--- config.mk ---
export PLATFORM = sky130hd
export DESIGN_NAME = dsirq_unit
export DESIGN_NICKNAME = d
export VERILOG_FILES = /design/src/rtl/dsirq_pkg.sv /design/src/rtl/dsirq_regs.sv /design/src/rtl/dsirq_level_enc.sv /design/src/rtl/dsirq_ack_arb.sv /design/src/rtl/dsirq_unit.sv
export SDC_FILE = /design/constraint.sdc
export NUM_CORES = 1
export LEC_CHECK = 0
export BUFFER_PORTS_ARGS = -buffer_cell sky130_fd_sc_hd__buf_2
export CORE_ASPECT_RATIO = 1.25
export CORE_MARGIN = 1
export CORE_UTILIZATION = 25
export DETAILED_ROUTE_END_ITERATION = 8
export PLACE_DENSITY_LB_ADDON = 0.25
export SETUP_SLACK_MARGIN = 0.1
export SLEW_MARGIN = 40
export SYNTH_ARGS = -nofsm -noshare
export SYNTH_HDL_FRONTEND = slang
export SYNTH_SLANG_ARGS = --single-unit
--- constraint.sdc ---
create_clock -name clk -period 4.55 [get_ports clk]
set_input_delay 0.6825 -clock clk [delete_from_list [all_inputs] [get_ports clk]]
set_output_delay 0.6825 -clock clk [all_outputs]
set_load 0.005 [all_outputs]
--- src/rtl/dsirq_pkg.sv ---
package dsirq_pkg;
  localparam int LVL_W  = 3;
  localparam int VEC_W  = 8;
  localparam int DATA_W = 8;

  typedef enum logic [1:0] {
    SEL_LEVEL  = 2'd0,
    SEL_VECTOR = 2'd1,
    SEL_ARBID  = 2'd2,
    SEL_NONE   = 2'd3
  } reg_sel_e;

  typedef enum logic [1:0] {
    ST_IDLE    = 2'd0,
    ST_CONTEND = 2'd1,
    ST_REPLY   = 2'd2
  } ack_state_e;

  // effective level of the two sources: pending and enabled, highest wins
  function automatic logic [LVL_W-1:0] top_level(
    input logic a_pend, input logic [LVL_W-1:0] a_lvl,
    input logic b_pend, input logic [LVL_W-1:0] b_lvl);
    logic [LVL_W-1:0] ea, eb;
    ea = a_pend ? a_lvl : '0;
    eb = b_pend ? b_lvl : '0;
    return (ea >= eb) ? ea : eb;
  endfunction

  // vector number: shared upper bits plus hardware source bit
  function automatic logic [VEC_W-1:0] form_vector(
    input logic [VEC_W-1:1] hi, input logic is_sync);
    return {hi, is_sync};
  endfunction
endpackage

--- src/rtl/dsirq_regs.sv ---
module dsirq_regs
  import dsirq_pkg::*;
#(
  parameter int ID_W = 4,
  parameter logic [VEC_W-1:0] VEC_RESET = 8'h0F
) (
  input  logic              clk,
  input  logic              rst_n,
  input  logic              wr_en,
  input  logic [1:0]        sel,
  input  logic [DATA_W-1:0] wdata,
  input  logic              supervisor,
  output logic [DATA_W-1:0] rdata,
  output logic [LVL_W-1:0]  sync_lvl,
  output logic [LVL_W-1:0]  async_lvl,
  output logic [VEC_W-1:1]  vec_hi,
  output logic [ID_W-1:0]   arb_id
);
  logic [LVL_W-1:0] sync_q, async_q;
  logic [VEC_W-1:1] vec_hi_q;
  logic [ID_W-1:0]  id_q;
  logic             wr_accept;
  logic             seen_q;

  assign wr_accept = wr_en & supervisor;

  always_ff @(posedge clk or negedge rst_n) begin
    if (!rst_n) begin
      sync_q   <= '0;
      async_q  <= '0;
      vec_hi_q <= VEC_RESET[VEC_W-1:1];
      id_q     <= '0;
      seen_q   <= 1'b0;
    end else begin
      seen_q <= 1'b1;
      if (wr_accept) begin
        unique case (reg_sel_e'(sel))
          SEL_LEVEL: begin
            sync_q  <= wdata[LVL_W-1:0];
            async_q <= wdata[LVL_W+3:4];
          end
          SEL_VECTOR: vec_hi_q <= wdata[VEC_W-1:1];
          SEL_ARBID:  id_q     <= wdata[ID_W-1:0];
          default: ;
        endcase
      end
    end
  end

  always_comb begin
    rdata = '0;
    unique case (reg_sel_e'(sel))
      SEL_LEVEL: begin
        rdata[LVL_W-1:0]   = sync_q;
        rdata[LVL_W+3:4]   = async_q;
      end
      SEL_VECTOR: rdata = form_vector(vec_hi_q, 1'b1);
      SEL_ARBID:  rdata[ID_W-1:0] = id_q;
      default: ;
    endcase
  end

  assign sync_lvl  = sync_q;
  assign async_lvl = async_q;
  assign vec_hi    = vec_hi_q;
  assign arb_id    = id_q;

  assert_user_write_ignored_R10: assert property (@(posedge clk) disable iff (!rst_n)
    (seen_q && $past(wr_en && !supervisor)) |->
      ($stable(sync_q) && $stable(async_q) && $stable(vec_hi_q) && $stable(id_q)));
endmodule

--- src/rtl/dsirq_level_enc.sv ---
module dsirq_level_enc
  import dsirq_pkg::*;
#(
  parameter int NUM_LVL = (1 << LVL_W) - 1
) (
  input  logic               clk,
  input  logic               rst_n,
  input  logic               sync_req,
  input  logic               async_req,
  input  logic [LVL_W-1:0]   sync_lvl,
  input  logic [LVL_W-1:0]   async_lvl,
  output logic [NUM_LVL:1]   irq_n
);
  logic [LVL_W-1:0] active_lvl;
  assign active_lvl = top_level(sync_req, sync_lvl, async_req, async_lvl);

  for (genvar n = 1; n <= NUM_LVL; n++) begin : g_line
    assign irq_n[n] = (active_lvl != LVL_W'(n));
  end

  logic sync_on, async_on;
  assign sync_on  = sync_req  && (sync_lvl  != '0);
  assign async_on = async_req && (async_lvl != '0);

  assert_single_line_R1: assert property (@(posedge clk) disable iff (!rst_n)
    $onehot0(~irq_n));
  assert_disabled_quiet_R2: assert property (@(posedge clk) disable iff (!rst_n)
    (!sync_on && !async_on) |-> (&irq_n));
  assert_higher_wins_R3: assert property (@(posedge clk) disable iff (!rst_n)
    (sync_on && async_on && sync_lvl > async_lvl) |->
      (~irq_n == (NUM_LVL'(1) << (sync_lvl - 1'b1))));
endmodule

--- src/rtl/dsirq_ack_arb.sv ---
module dsirq_ack_arb
  import dsirq_pkg::*;
#(
  parameter int ID_W = 4
) (
  input  logic              clk,
  input  logic              rst_n,
  input  logic              iack,
  input  logic [LVL_W-1:0]  iack_lvl,
  input  logic              sync_req,
  input  logic              async_req,
  input  logic [LVL_W-1:0]  sync_lvl,
  input  logic [LVL_W-1:0]  async_lvl,
  input  logic [ID_W-1:0]   arb_id,
  input  logic [VEC_W-1:1]  vec_hi,
  input  logic              arb_line,
  output logic              arb_drive,
  output logic [VEC_W-1:0]  vec,
  output logic              vec_valid
);
  localparam int IDX_W = (ID_W > 1) ? $clog2(ID_W) : 1;

  ack_state_e       state_q;
  logic [IDX_W-1:0] bit_q;
  logic             src_sync_q;

  // named events for the assertions
  logic hit_sync, hit_async, start_ack, lost_bit, last_bit;
  assign hit_sync  = sync_req  && (sync_lvl  != '0) && (sync_lvl  == iack_lvl);
  assign hit_async = async_req && (async_lvl != '0) && (async_lvl == iack_lvl);
  assign start_ack = iack && (hit_sync || hit_async) && (arb_id != '0);
  assign arb_drive = (state_q == ST_CONTEND) && arb_id[bit_q];
  assign lost_bit  = (state_q == ST_CONTEND) && !arb_drive && arb_line;
  assign last_bit  = (bit_q == '0);

  always_ff @(posedge clk or negedge rst_n) begin
    if (!rst_n) begin
      state_q    <= ST_IDLE;
      bit_q      <= '0;
      src_sync_q <= 1'b0;
    end else begin
      unique case (state_q)
        ST_IDLE: if (start_ack) begin
          state_q    <= ST_CONTEND;
          bit_q      <= IDX_W'(ID_W - 1);
          src_sync_q <= hit_sync;   // synchronous port wins a tie
        end
        ST_CONTEND: begin
          if (lost_bit)      state_q <= ST_IDLE;
          else if (last_bit) state_q <= ST_REPLY;
          else               bit_q   <= bit_q - 1'b1;
        end
        default: state_q <= ST_IDLE;
      endcase
    end
  end

  assign vec_valid = (state_q == ST_REPLY);
  assign vec       = vec_valid ? form_vector(vec_hi, src_sync_q) : '0;

  assert_drop_out_R6: assert property (@(posedge clk) disable iff (!rst_n)
    lost_bit |=> (state_q == ST_IDLE));
  assert_zero_id_silent_R6: assert property (@(posedge clk) disable iff (!rst_n)
    (state_q == ST_IDLE && arb_id == '0) |=> (state_q != ST_CONTEND));
  assert_no_match_silent_R5: assert property (@(posedge clk) disable iff (!rst_n)
    (state_q == ST_IDLE && !hit_sync && !hit_async) |=> (state_q == ST_IDLE));
  assert_strobe_pulse_R7: assert property (@(posedge clk) disable iff (!rst_n)
    vec_valid |=> !vec_valid);
  assert_vector_base_R7: assert property (@(posedge clk) disable iff (!rst_n)
    vec_valid |-> (vec[VEC_W-1:1] == vec_hi));
endmodule

--- src/rtl/dsirq_unit.sv ---
module dsirq_unit
  import dsirq_pkg::*;
#(
  parameter int ID_W = 4,
  parameter logic [VEC_W-1:0] VEC_RESET = 8'h0F
) (
  input  logic        clk,
  input  logic        rst_n,
  input  logic        sync_req_i,
  input  logic        async_req_i,
  input  logic        reg_wr_i,
  input  logic [1:0]  reg_sel_i,
  input  logic [7:0]  reg_wdata_i,
  input  logic        supervisor_i,
  output logic [7:0]  reg_rdata_o,
  output logic [7:1]  irq_n_o,
  input  logic        iack_i,
  input  logic [2:0]  iack_level_i,
  input  logic        arb_line_i,
  output logic        arb_drive_o,
  output logic [7:0]  vec_o,
  output logic        vec_valid_o
);
  logic [LVL_W-1:0] sync_lvl, async_lvl;
  logic [VEC_W-1:1] vec_hi;
  logic [ID_W-1:0]  arb_id;

  dsirq_regs #(.ID_W(ID_W), .VEC_RESET(VEC_RESET)) u_regs (
    .clk(clk), .rst_n(rst_n), .wr_en(reg_wr_i), .sel(reg_sel_i),
    .wdata(reg_wdata_i), .supervisor(supervisor_i), .rdata(reg_rdata_o),
    .sync_lvl(sync_lvl), .async_lvl(async_lvl), .vec_hi(vec_hi), .arb_id(arb_id)
  );

  dsirq_level_enc u_enc (
    .clk(clk), .rst_n(rst_n), .sync_req(sync_req_i), .async_req(async_req_i),
    .sync_lvl(sync_lvl), .async_lvl(async_lvl), .irq_n(irq_n_o)
  );

  dsirq_ack_arb #(.ID_W(ID_W)) u_ack (
    .clk(clk), .rst_n(rst_n), .iack(iack_i), .iack_lvl(iack_level_i),
    .sync_req(sync_req_i), .async_req(async_req_i),
    .sync_lvl(sync_lvl), .async_lvl(async_lvl), .arb_id(arb_id), .vec_hi(vec_hi),
    .arb_line(arb_line_i), .arb_drive(arb_drive_o), .vec(vec_o), .vec_valid(vec_valid_o)
  );
endmodule

==> results.md <==
* Crit path required time at 3.87 ns
* Clock buffer depth at 2
* Largest net degree at the start of global routing at 23
* Slew HR at 59.03%
* Register clock-pin slew on the reported worst setup and hold paths at 0.08 ns
* Cell Pwr Density at 368.4 mW/mm^2
* Worst skew pair latency at 0.26 ns
* Max-Cap Viols at 0
* Worst slew pin tran at 0.6061 ns
* Final Hold Vio Count at 0
* Area growth, synth to finish at 22.82%
* CP arrival at 2.38 ns
* Grt ovf at 0
* Drt wl/cell at 13.67 um
* Critical path class: in2out
* Area leader, netlist: dfrtp_1
* Clock skew at 0.003018 ns
* Initial antenna violation count at 0
* Hold Buf Count CTS at 0
* Post-DP HPWL at 2.716 mm
* DR iter-0 viols at 21
* Count leader, synth: dfrtp_1
* Gr usage total at 11.73%
* Clk root buf: clkbuf_8
* Reg power frac at 45.3%
* Async SR Flop Fraction at 100.0%
* Fin cells at 248
* Antenna Diode Count at 0
* Cts bufs inserted at 3
* NetSw at 220.8 uW
* WHS at 0.3745 ns
* Synth Register Bits at 22
* Final ANT Viol Nets at 0
* P_leak at 0.0008322 uW
* Worst min path class: in2async
* Part of the power in combinational logic at 35.9%
* Peak supply drop at 129.0 uV
* Commonest cells post-synth: dfrtp_1 (19), mux2_2 (17), and2_1 (13)
* Area contributors post-synth: dfrtp_1 (33%), mux2_2 (13%), and2_1 (5.6%)
* FF/Latch Area at 554.3 sq um
* Drt pass-1 iters at 6
* First-pass GRT wire length at 5.713 mm
* Pint at 434.2 uW
* Synthesized area at 0.001448 sq mm
* FMAX at 0.3262 GHz
* Share of cells above drive strength 1 at 42.39%
* Mean Syn Cell Area at 10.41 sq um
* Postcts setup bufs at 0
* Post-synth EDFFs at 0
* Period utilization at 67.37%
* Internal reg-to-reg setup slack at 2.94 ns
* Worst r2r src: u_regs.arb_id[3]
* Cts repair resizes at 0
* Synth unique cells at 45
* R2R cell count at 6
* Max Slew Vio Count at 0
* Top_reg_cell synth: dfrtp_1
* Port buffer count at 45
* Max FO, Critical Path at 7
* Num rows at 30
* Unrepaired setup endpoints after global routing: false
* Vias per cell at 4.831
* Dpl cells at 244
* Share of the synthesized area in the top cell type at 32.84%
* Syn Nets at 166
* Area of the multi-input gates at 850.8 sq um
* Switching part of the total power at 33.71%
* Setup violators final at 0
* Chip width at 70.06 um
* Post-Route WL at 3.391 mm
* RR Endpoint: u_ack.bit_q[1]
* Setup crit start kind: primary input
* Clock share of power at 18.8%
* Clock sink total at 22
* Core area at 0.005518 sq mm
* DRC at 0
* CTS tree: yes
* Post-synthesis sequential area ratio at 38.29%
* Post-Route Setup TNS at 0 ns
* CP endpoint kind: output port
* Synth Instances at 139
* Ports at 46
* Die area at 0.006101 sq mm
* YS warnings at 0
* H-tree levels at 1
* Vias in the first global route at 1,218
* Gpl congestion at 0.7622
* Final net count at 212
* Die H at 87.08 um
* DR vias at 1,198
* Post-route minimum period at 3.065 ns
* Initial core utilization at 26.24%
* Outcome: finished clean
* Filler instances at 575
[layer usage]
metal	GRT usage, %	vias to the layer above	share of wire, %
met2	21.24	33	51
met3	1.505	2	3.8
li1	-	596	-
met4	4.364	0	0.97
met1	14.16	567	44
met5	0	-	0
[cell usage in the layout (no fill, tap or decap), types with 2 or more instances in the layout]
cell type | netlist | final
nor2b_1 | 3 | 3
buf_2 | 1 | 45
nor2_1 | 8 | 8
dfstp_2 | 3 | 3
mux2_2 | 17 | 17
inv_1 | 5 | 5
xnor2_1 | 4 | 4
dfrtp_1 | 19 | 19
a222oi_1 | 2 | 2
a21oi_1 | 4 | 4
a22o_1 | 4 | 4
nand3_1 | 5 | 5
and2_1 | 13 | 13
clkbuf_8 | 0 | 3
nand2b_1 | 4 | 4
o21ai_1 | 2 | 2
ha_1 | 6 | 6
nand2_1 | 10 | 10
[cell type report]
type                       count  share of cell area, %
multi-input combinational    107                  47.85
timing repair buffer          45                  12.67
clock buffer                   4                  2.533
sequential                    22                  31.18
inverter                       6                  1.267
tap                           64                  4.504
[logic make-up after synthesis]
group	share of synthesized area (%)
flops	38.29
compound gates	12.97
buf+inv	2.939
simple gates	21.95
fa+ha+maj	5.186
mux	16.25
xor+xnor	2.420
[flip-flops by register name, summed over array words and instances (netlist names)]
name,flops
u_ack.bit_q,2
u_ack.src_sync_q,1
u_ack.state_q,2
u_regs.arb_id,4
u_regs.async_lvl,3
u_regs.sync_lvl,3
u_regs.vec_hi,7
[power groups by stage]
stage / Sequential, uW / Combinational (uW) / Clock [uW]
floorplan: 279 / 184 / 0
global placement: 301 / 236 / 0
detailed placement: 301 / 238 / 0
CTS: 296 / 239 / 127
global route: 306 / 268 / 139
finish: 296 / 235 / 123
[worst max path at each step]
stage           startpoint         end  slack (ns)  cells past startpoint
4_1_cts        async_req_i  irq_n_o[1]        1.47                      9
6_report       async_req_i  irq_n_o[1]        1.48                      9
2_1_floorplan  async_req_i  irq_n_o[2]        1.80                      7
3_3_place_gp   async_req_i  irq_n_o[2]        1.50                      9
3_5_place_dp   async_req_i  irq_n_o[1]        1.47                      9
5_1_grt        async_req_i  irq_n_o[1]        1.32                      9
[worst max-delay path, cell delays in order]
cell and delay (ns):
buf_2 0.13, and2_1 0.18, ha_1 0.28, and2b_1 0.21, o21ai_1 0.08, and4_4 0.18, nor4_4 0.38, nand3_1 0.12
buf_2 0.14
[through the flow]
step | power [uW] | instance area [sq um] | util (%) | worst slack (ns)
floorplan | 463.1 | 1448 | - | 1.799
global placement | 537.4 | 1733 | 31.41 | 1.503
detailed placement | 538.5 | 1733 | 31.41 | 1.465
CTS | 662.5 | 1778 | 32.22 | 1.467
global route | 712.1 | 1778 | 32.22 | 1.319
finish | 655.0 | 1778 | 32.22 | 1.485
No activity file was read; power rests on OpenSTA's default activity.
